$ cat src/rtl/usb_pipe_cfg_pkg.sv
package usb_pipe_cfg_pkg;
    localparam int NPIPE = 10;
    localparam int PIPEW = 4;
    localparam int EPW   = 4;
    localparam int MPSW  = 11;
    localparam int DW    = MPSW;
    localparam int NPORT = 3;

    typedef enum logic [1:0] {
        XF_NONE = 2'b00,
        XF_BULK = 2'b01,
        XF_INTR = 2'b10,
        XF_ISO  = 2'b11
    } xfer_t;

    typedef enum logic [1:0] {
        F_PID = 2'b00,
        F_CFG = 2'b01,
        F_MPS = 2'b10,
        F_SEQ = 2'b11
    } field_t;

    localparam logic [1:0] PID_NAK = 2'b00;

    typedef struct packed {
        xfer_t            kind;
        logic             dir;
        logic [EPW-1:0]   ep;
        logic [MPSW-1:0]  mps;
        logic [1:0]       pid;
        logic             seq;
    } pipe_st_t;

    // Which transfer kinds a numbered pipe may take
    function automatic logic kind_legal(input logic [PIPEW-1:0] p, input xfer_t k);
        if (p == 1 || p == 2)      return (k == XF_BULK) || (k == XF_ISO);
        else if (p >= 3 && p <= 5) return (k == XF_BULK);
        else if (p >= 6 && p <= 9) return (k == XF_INTR);
        else                       return 1'b0;
    endfunction
endpackage

$ cat src/rtl/pipe_slot.sv
module pipe_slot
    import usb_pipe_cfg_pkg::*;
#(
    parameter int IDX = 1
) (
    input  logic          clk,
    input  logic          rst,
    input  logic          we_pid,
    input  logic          we_cfg,
    input  logic          we_mps,
    input  logic          we_seq,
    input  logic [DW-1:0] wdata,
    output pipe_st_t      st
);
    localparam bool_fixed = (IDX == 0);

    always_ff @(posedge clk) begin
        if (rst) begin
            st <= '0;
        end else begin
            if (we_pid) st.pid <= wdata[1:0];
            if (we_cfg) begin
                st.dir <= wdata[2];
                if (!bool_fixed) begin
                    st.kind <= xfer_t'(wdata[1:0]);
                    st.ep   <= wdata[6:3];
                end
            end
            if (we_mps) st.mps <= wdata[MPSW-1:0];
            if (we_seq) begin
                if (wdata[0])      st.seq <= 1'b0;
                else if (wdata[1]) st.seq <= 1'b1;
            end
        end
    end

    generate
        if (IDX != 0) begin : g_num

            ep_nonzero_chk: assert property (@(posedge clk) disable iff (rst)
                (st.kind != XF_NONE) |-> (st.ep != '0));

            kind_allowed_chk: assert property (@(posedge clk) disable iff (rst)
                (st.kind != XF_NONE) |-> kind_legal(PIPEW'(IDX), st.kind));
        end
    endgenerate
endmodule

$ cat src/rtl/pipe_dup_check.sv
module pipe_dup_check
    import usb_pipe_cfg_pkg::*;
(
    input  xfer_t            kind [NPIPE],
    input  logic             dir  [NPIPE],
    input  logic [EPW-1:0]   ep   [NPIPE],
    input  logic [PIPEW-1:0] tgt,
    input  logic             new_dir,
    input  logic [EPW-1:0]   new_ep,
    output logic             dup
);
    always_comb begin
        dup = 1'b0;
        for (int i = 0; i < NPIPE; i++) begin
            if (PIPEW'(i) != tgt && kind[i] != XF_NONE &&
                dir[i] == new_dir && ep[i] == new_ep)
                dup = 1'b1;
        end
    end
endmodule

$ cat src/rtl/pipe_write_guard.sv
module pipe_write_guard
    import usb_pipe_cfg_pkg::*;
(
    input  logic                   wr_en,
    input  field_t                 field,
    input  logic [PIPEW-1:0]       pipe,
    input  xfer_t                  new_kind,
    input  logic [EPW-1:0]         new_ep,
    input  logic [1:0]             pid [NPIPE],
    input  logic [NPIPE-1:0]       busy,
    input  logic [NPORT*PIPEW-1:0] port_sel,
    input  logic                   dup,
    output logic                   accept,
    output logic                   reject,
    output logic                   conflict
);
    logic in_range, idle, port_hit, fixed, shape_ok, ok;

    always_comb begin
        in_range = (pipe < PIPEW'(NPIPE));
        idle = 1'b0;
        for (int i = 0; i < NPIPE; i++)
            if (pipe == PIPEW'(i)) idle = (pid[i] == PID_NAK) && !busy[i];
        port_hit = 1'b0;
        for (int k = 0; k < NPORT; k++)
            if (port_sel[k*PIPEW +: PIPEW] == pipe) port_hit = 1'b1;
        fixed    = (pipe == '0);
        shape_ok = fixed || (kind_legal(pipe, new_kind) && new_ep != '0);
        unique case (field)
            F_PID:   ok = in_range;
            F_SEQ:   ok = in_range && idle;
            F_MPS:   ok = in_range && idle && !port_hit;
            F_CFG:   ok = in_range && idle && !port_hit && shape_ok && (fixed || !dup);
            default: ok = 1'b0;
        endcase
        accept   = wr_en && ok;
        reject   = wr_en && !ok;
        conflict = wr_en && field == F_CFG && in_range && idle && !port_hit &&
                   shape_ok && !fixed && dup;
    end
endmodule

$ cat src/rtl/usb_pipe_cfg_guard.sv
module usb_pipe_cfg_guard
    import usb_pipe_cfg_pkg::*;
(
    input  logic                   clk,
    input  logic                   rst,
    input  logic                   wr_en,
    input  logic [PIPEW-1:0]       wr_pipe,
    input  logic [1:0]             wr_field,
    input  logic [DW-1:0]          wr_data,
    input  logic                   err_clr,
    input  logic                   buf_clr,
    input  logic [NPIPE-1:0]       busy,
    input  logic [NPORT*PIPEW-1:0] port_sel,
    input  logic [PIPEW-1:0]       rd_pipe,
    output logic [1:0]             rd_pid,
    output logic [1:0]             rd_kind,
    output logic                   rd_dir,
    output logic [EPW-1:0]         rd_ep,
    output logic [MPSW-1:0]        rd_mps,
    output logic                   rd_seq,
    output logic                   wr_err,
    output logic                   dup_conflict,
    output logic                   dcp_stale
);
    field_t   fld;
    pipe_st_t st   [NPIPE];
    xfer_t    kind_a [NPIPE];
    logic     dir_a  [NPIPE];
    logic [EPW-1:0] ep_a  [NPIPE];
    logic [1:0]     pid_a [NPIPE];
    logic dup, acc, rej, conf, stale_set;

    assign fld = field_t'(wr_field);

    genvar g;
    generate
        for (g = 0; g < NPIPE; g++) begin : g_pipe
            logic hit;
            assign hit = acc && (wr_pipe == PIPEW'(g));
            pipe_slot #(.IDX(g)) u_slot (
                .clk    (clk),
                .rst    (rst),
                .we_pid (hit && fld == F_PID),
                .we_cfg (hit && fld == F_CFG),
                .we_mps (hit && fld == F_MPS),
                .we_seq (hit && fld == F_SEQ),
                .wdata  (wr_data),
                .st     (st[g])
            );
            assign kind_a[g] = st[g].kind;
            assign dir_a[g]  = st[g].dir;
            assign ep_a[g]   = st[g].ep;
            assign pid_a[g]  = st[g].pid;
        end
    endgenerate

    pipe_dup_check u_dup (
        .kind    (kind_a),
        .dir     (dir_a),
        .ep      (ep_a),
        .tgt     (wr_pipe),
        .new_dir (wr_data[2]),
        .new_ep  (wr_data[6:3]),
        .dup     (dup)
    );

    pipe_write_guard u_guard (
        .wr_en    (wr_en),
        .field    (fld),
        .pipe     (wr_pipe),
        .new_kind (xfer_t'(wr_data[1:0])),
        .new_ep   (wr_data[6:3]),
        .pid      (pid_a),
        .busy     (busy),
        .port_sel (port_sel),
        .dup      (dup),
        .accept   (acc),
        .reject   (rej),
        .conflict (conf)
    );

    assign stale_set = acc && wr_pipe == '0 && (fld == F_CFG || fld == F_MPS);

    always_ff @(posedge clk) begin
        if (rst) begin
            wr_err       <= 1'b0;
            dup_conflict <= 1'b0;
            dcp_stale    <= 1'b0;
        end else begin
            if (rej)          wr_err <= 1'b1;
            else if (err_clr) wr_err <= 1'b0;
            if (conf)         dup_conflict <= 1'b1;
            else if (err_clr) dup_conflict <= 1'b0;
            if (stale_set)    dcp_stale <= 1'b1;
            else if (buf_clr) dcp_stale <= 1'b0;
        end
    end

    always_comb begin
        rd_pid = '0; rd_kind = '0; rd_dir = 1'b0; rd_ep = '0; rd_mps = '0; rd_seq = 1'b0;
        for (int i = 0; i < NPIPE; i++) begin
            if (rd_pipe == PIPEW'(i)) begin
                rd_pid  = st[i].pid;
                rd_kind = st[i].kind;
                rd_dir  = st[i].dir;
                rd_ep   = st[i].ep;
                rd_mps  = st[i].mps;
                rd_seq  = st[i].seq;
            end
        end
    end

    // Monitors for the interlock assertions
    logic mon_idle, mon_port;
    always_comb begin
        mon_idle = 1'b0;
        for (int i = 0; i < NPIPE; i++)
            if (wr_pipe == PIPEW'(i)) mon_idle = (st[i].pid == PID_NAK) && !busy[i];
        mon_port = (port_sel[3:0] == wr_pipe) || (port_sel[7:4] == wr_pipe) ||
                   (port_sel[11:8] == wr_pipe);
    end


    prot_idle_chk: assert property (@(posedge clk) disable iff (rst)
        (acc && fld != F_PID) |-> mon_idle);

    port_block_chk: assert property (@(posedge clk) disable iff (rst)
        (acc && (fld == F_CFG || fld == F_MPS)) |-> !mon_port);

    range_chk: assert property (@(posedge clk) disable iff (rst)
        (wr_en && wr_pipe >= PIPEW'(NPIPE)) |-> !acc);

    err_set_chk: assert property (@(posedge clk) disable iff (rst)
        rej |=> wr_err);

    conflict_set_chk: assert property (@(posedge clk) disable iff (rst)
        conf |=> dup_conflict);

    stale_set_chk: assert property (@(posedge clk) disable iff (rst)
        stale_set |=> dcp_stale);

    generate
        for (genvar a = 1; a < NPIPE; a++) begin : g_pa
            for (genvar b = a + 1; b < NPIPE; b++) begin : g_pb

                pair_unique_chk: assert property (@(posedge clk) disable iff (rst)
                    !(st[a].kind != XF_NONE && st[b].kind != XF_NONE &&
                      st[a].dir == st[b].dir && st[a].ep == st[b].ep));
            end
        end
    endgenerate
endmodule

$ cat config.mk
export PLATFORM = sky130hd
export DESIGN_NAME = usb_pipe_cfg_guard
export DESIGN_NICKNAME = d
export VERILOG_FILES = /design/src/rtl/usb_pipe_cfg_pkg.sv /design/src/rtl/pipe_slot.sv /design/src/rtl/pipe_dup_check.sv /design/src/rtl/pipe_write_guard.sv /design/src/rtl/usb_pipe_cfg_guard.sv
export SDC_FILE = /design/constraint.sdc
export NUM_CORES = 1
export LEC_CHECK = 0
export BUFFER_PORTS_ARGS = -buffer_cell sky130_fd_sc_hd__buf_2
export CAP_MARGIN = 20
export CORE_ASPECT_RATIO = 0.6
export CORE_MARGIN = 3
export CORE_UTILIZATION = 60
export DETAILED_ROUTE_END_ITERATION = 8
export PLACE_DENSITY = 0.79
export SETUP_SLACK_MARGIN = 0.1
export SLEW_MARGIN = 25
export SYNTH_ARGS = -nofsm -noshare
export SYNTH_HDL_FRONTEND = slang
export SYNTH_SLANG_ARGS = --single-unit
$ cat constraint.sdc
create_clock -name clk -period 3.4 [get_ports clk]
set_clock_uncertainty 0.05 [all_clocks]
set_input_delay 0.34 -clock clk [delete_from_list [all_inputs] [get_ports clk]]
set_output_delay 0.34 -clock clk [all_outputs]
set_load 0.05 [all_outputs]
==> run_results.csv <==
group,metric,value,unit
die,initial_utilization,63.2,%
place,place_hpwl,21200,um
cts,cts_tree,"done",
cts,cts_buffers,20,
critical_path,ff2ff_path_depth,8,
route,first_pass_iters,5,
critical_path,critPathLaunchType,"input pin",
status,outcome,"complete, no violations",
sta,rsz0062_at_grt,"false",
die,fp-row-count,36,
critical_path,rr_endpoint,"g_pipe[4].u_slot.st[0]",
logic_synthesis,avgSynthCellArea,9.31,um2
place,gp_congestion,0.974,
logic_synthesis,ys_ff_latch,207,
hold_path,worst_hold_path.endpoint,"wr_err",
cts,cts_sinks,207,
critical_path,critPathCaptureType,"output pin",
logic_synthesis,yosysWarnings,0,
critical_path,r2r-start,"g_pipe[8].u_slot.st[2]",
grt,grt_antenna_before_repair,0,
sta,slew_headroom,32.3,%
grt,grt_pass1_wl,48500,um
cells_and_area,final_nets,1217,
cells_and_area,syn2layout_area_growth,11.2,%
route,drt_iter0_markers,1398,
die,die_h,109,um
cells_and_area,fin_cells,1406,
die,die_w,177,um
route,viasPerCell,6.36,
cts,cts-hold-fix-buffers,0,
place,port_buffers,71,
critical_path,crit_arrival,2860,ps
logic_synthesis,yosysUniqueCellTypes,52,
grt,grt_use_total,32.1,%
cells_and_area,antenna_cells,0,
power_and_ir_drop,powerDensity,437,mW/mm2
sta,setup_viol,0,
cts,cts-root-buf,"clkbuf_16",
critical_path,required,3010,ps
route,route.vias.total,8945,
place,place_area,0.0111,mm2
cts,clock_path_buffers,3,
cts,clkTransAtPathRegs,70,ps
logic_synthesis,ys.flop_type,"dfxtp_1",
critical_path,crit_fanout,19,
place,dp_cells,1371,
cts,post_cts_buffers,0,
logic_synthesis,synth_nets,1186,
grt,grt_overflow,0,
route,ant_nets,0,
route,drc,0,
die,boundaryPins,72,
cts,h-tree-depth,1,
critical_path,r2r_slack,390,ps
die,core-area,0.0167,mm2
cts,cts_resized,0,
power_and_ir_drop,p_leak,5.24,nW
sta,fin_crit,3250,ps
sta,final_hold_viol_count,0,
sta,fmax,308,MHz
sta,setup_tns,0,ps
route,drt-total-wl,31000,um
flow_run,maxCapViolCount,0,
sta,worstMarginPinSlew,1020,ps
hold_path,holdPathStages,3,
sta,slew_viol_final,0,
grt,grt_max_degree,104,
cts,clk_latency,500,ps
hold_path,hp-class,"in2reg",
cells_and_area,drive_above_1_share,14.4,%
die,dieArea,0.0193,mm2
hold_path,hp-start,"err_clr",
power_and_ir_drop,ir_drop,278,uV
logic_synthesis,synth_edf_count,0,
logic_synthesis,syn_inst,1134,
logic_synthesis,syn_area,0.0106,mm2
sta,fin_crit_sh,95.5,%
route,wire_per_inst,22.1,um
logic_synthesis,yosysSeqAreaShare,39.3,%
logic_synthesis,ys_async_sr_fraction,0,%
critical_path,criticalPathCategory,"in2out",
cells_and_area,final_area,0.0117,mm2
grt,grt_pass1_vias,8335,
[power by group]
part,internal (mW),total (mW),switching (mW)
combinational,0.151,0.441,0.290
sequential,2.43,2.43,0.00353
clock,1.27,2.25,0.981
[registers in the layout, indices dropped and copies added (netlist names)]
signal            count
dup_conflict          1
g_pipe.u_slot.st    204
dcp_stale             1
wr_err                1
[metrics by stage]
stage          total power [mW]  utilization (%)  hold slack (ps)  setup WS, ps
3_3_place_gp               2.91             66.4              407           221
5_1_grt                    5.26             70.2             65.0           112
6_report                   5.13             70.2             53.8           153
3_5_place_dp               2.91             66.4              413           103
2_1_floorplan              2.76                -              399           252
4_1_cts                    5.13             70.2             46.0           349
[worst max-delay path by stage]
| stage | endpoint | cells past startpoint | slack (ps) | from |
|---|---|---|---|---|
| final | rd_mps[0] | 9 | 150 | rd_pipe[1] |
| after global routing | rd_mps[1] | 9 | 110 | rd_pipe[1] |
| after CTS | rd_mps[0] | 9 | 350 | rd_pipe[1] |
| after detailed placement | g_pipe[3].u_slot.st[18] | 11 | 100 | wr_pipe[2] |
| after global placement | g_pipe[1].u_slot.st[18] | 11 | 220 | wr_pipe[2] |
| after floorplan | rd_pid[1] | 8 | 250 | rd_pipe[3] |
[cell type report]
cell class	count	area, um2
clock buffers	27	578
flip-flops and latches	207	4140
well taps	228	285
inverters	4	15.0
clock inverters	8	71.3
repair buffers	117	728
fillers	1328	4970
multi-input cells	815	5920
[critical path, stage by stage]
cell	delay, ps
buf_2	310
nand2b_1	220
nor2_1	60
buf_4	210
a222oi_1	670
a31oi_1	220
a221oi_1	450
nand2_1	130
buf_2	240
[cells by family (layout without fill, tap and decap cells)]
family	Yosys count	in the layout	share of synthesized area (%)
and+or+nand+nor	377	377	21.1
DFF	207	207	39.3
AOI/OAI and AO/OA	199	199	12.6
muxes	178	178	16.9
buffers and inverters	112	156	4.92
xor gates and xnor gates	57	57	4.73
adders and majority gates	4	4	0.474
[cells in the mapped netlist, types with 2 or more instances]
library cell    n  share of area, %
dfxtp_1       207                39
nand2b_1      192                11
mux2i_1       175                17
clkbuf_1       61               2.2
a21oi_1        49               2.3
nand2_1        45               1.6
o21ai_0        41               1.9
xnor2_1        41               3.4
a22oi_1        40               2.8
nor2_1         39               1.4
buf_2          27               1.3
a221oi_1       17               1.4
nor4_1         17               1.0
xor2_1         16               1.3
a31oi_1        15              0.89
nand3_1        15              0.71
or4_1          15               1.1
a222oi_1       13               1.2
or3_1          11              0.65
buf_1          10              0.36
buf_6           8              0.85
nand4_1         7              0.41
nor3_1          7              0.33
or4_4           7              0.75
a22o_1          6              0.50
nor2b_1         5              0.30
ha_1            4              0.47
inv_1           4              0.14
mux2_2          3              0.32
nand3b_1        3              0.21
nand4bb_1       3              0.32
o2111ai_1       3              0.25
o22ai_1         3              0.18
o41ai_1         3              0.25
or4b_1          3              0.28
a21o_1          2              0.14
nor4_2          2              0.24
[cell usage in the layout (no fill, tap or decap), types with 5 or more instances in the layout]
master       n
a21oi_1     49
a221oi_1    17
a222oi_1    13
a22o_1       6
a22oi_1     40
a31oi_1     15
buf_2       70
buf_4       45
clkbuf_16   21
clkinv_2     5
dfxtp_1    207
mux2i_1    175
nand2_1     45
nand2b_1   192
nand3_1     15
nand4_1      7
nor2_1      39
nor2b_1      5
nor4_1      16
o21ai_0     41
or3_1       11
or4_1       15
or4_4        7
xnor2_1     41
xor2_1      16
[routing by layer]
layer	track usage [%]	routed length, um	up-vias
met2	43.5	12100	506
met1	50.7	14800	4327
met4	4.59	390	0
met3	8.91	3790	32
li1	-	-	4080
met5	0	0	-
Note: power is estimated with default switching activity, not from simulation.
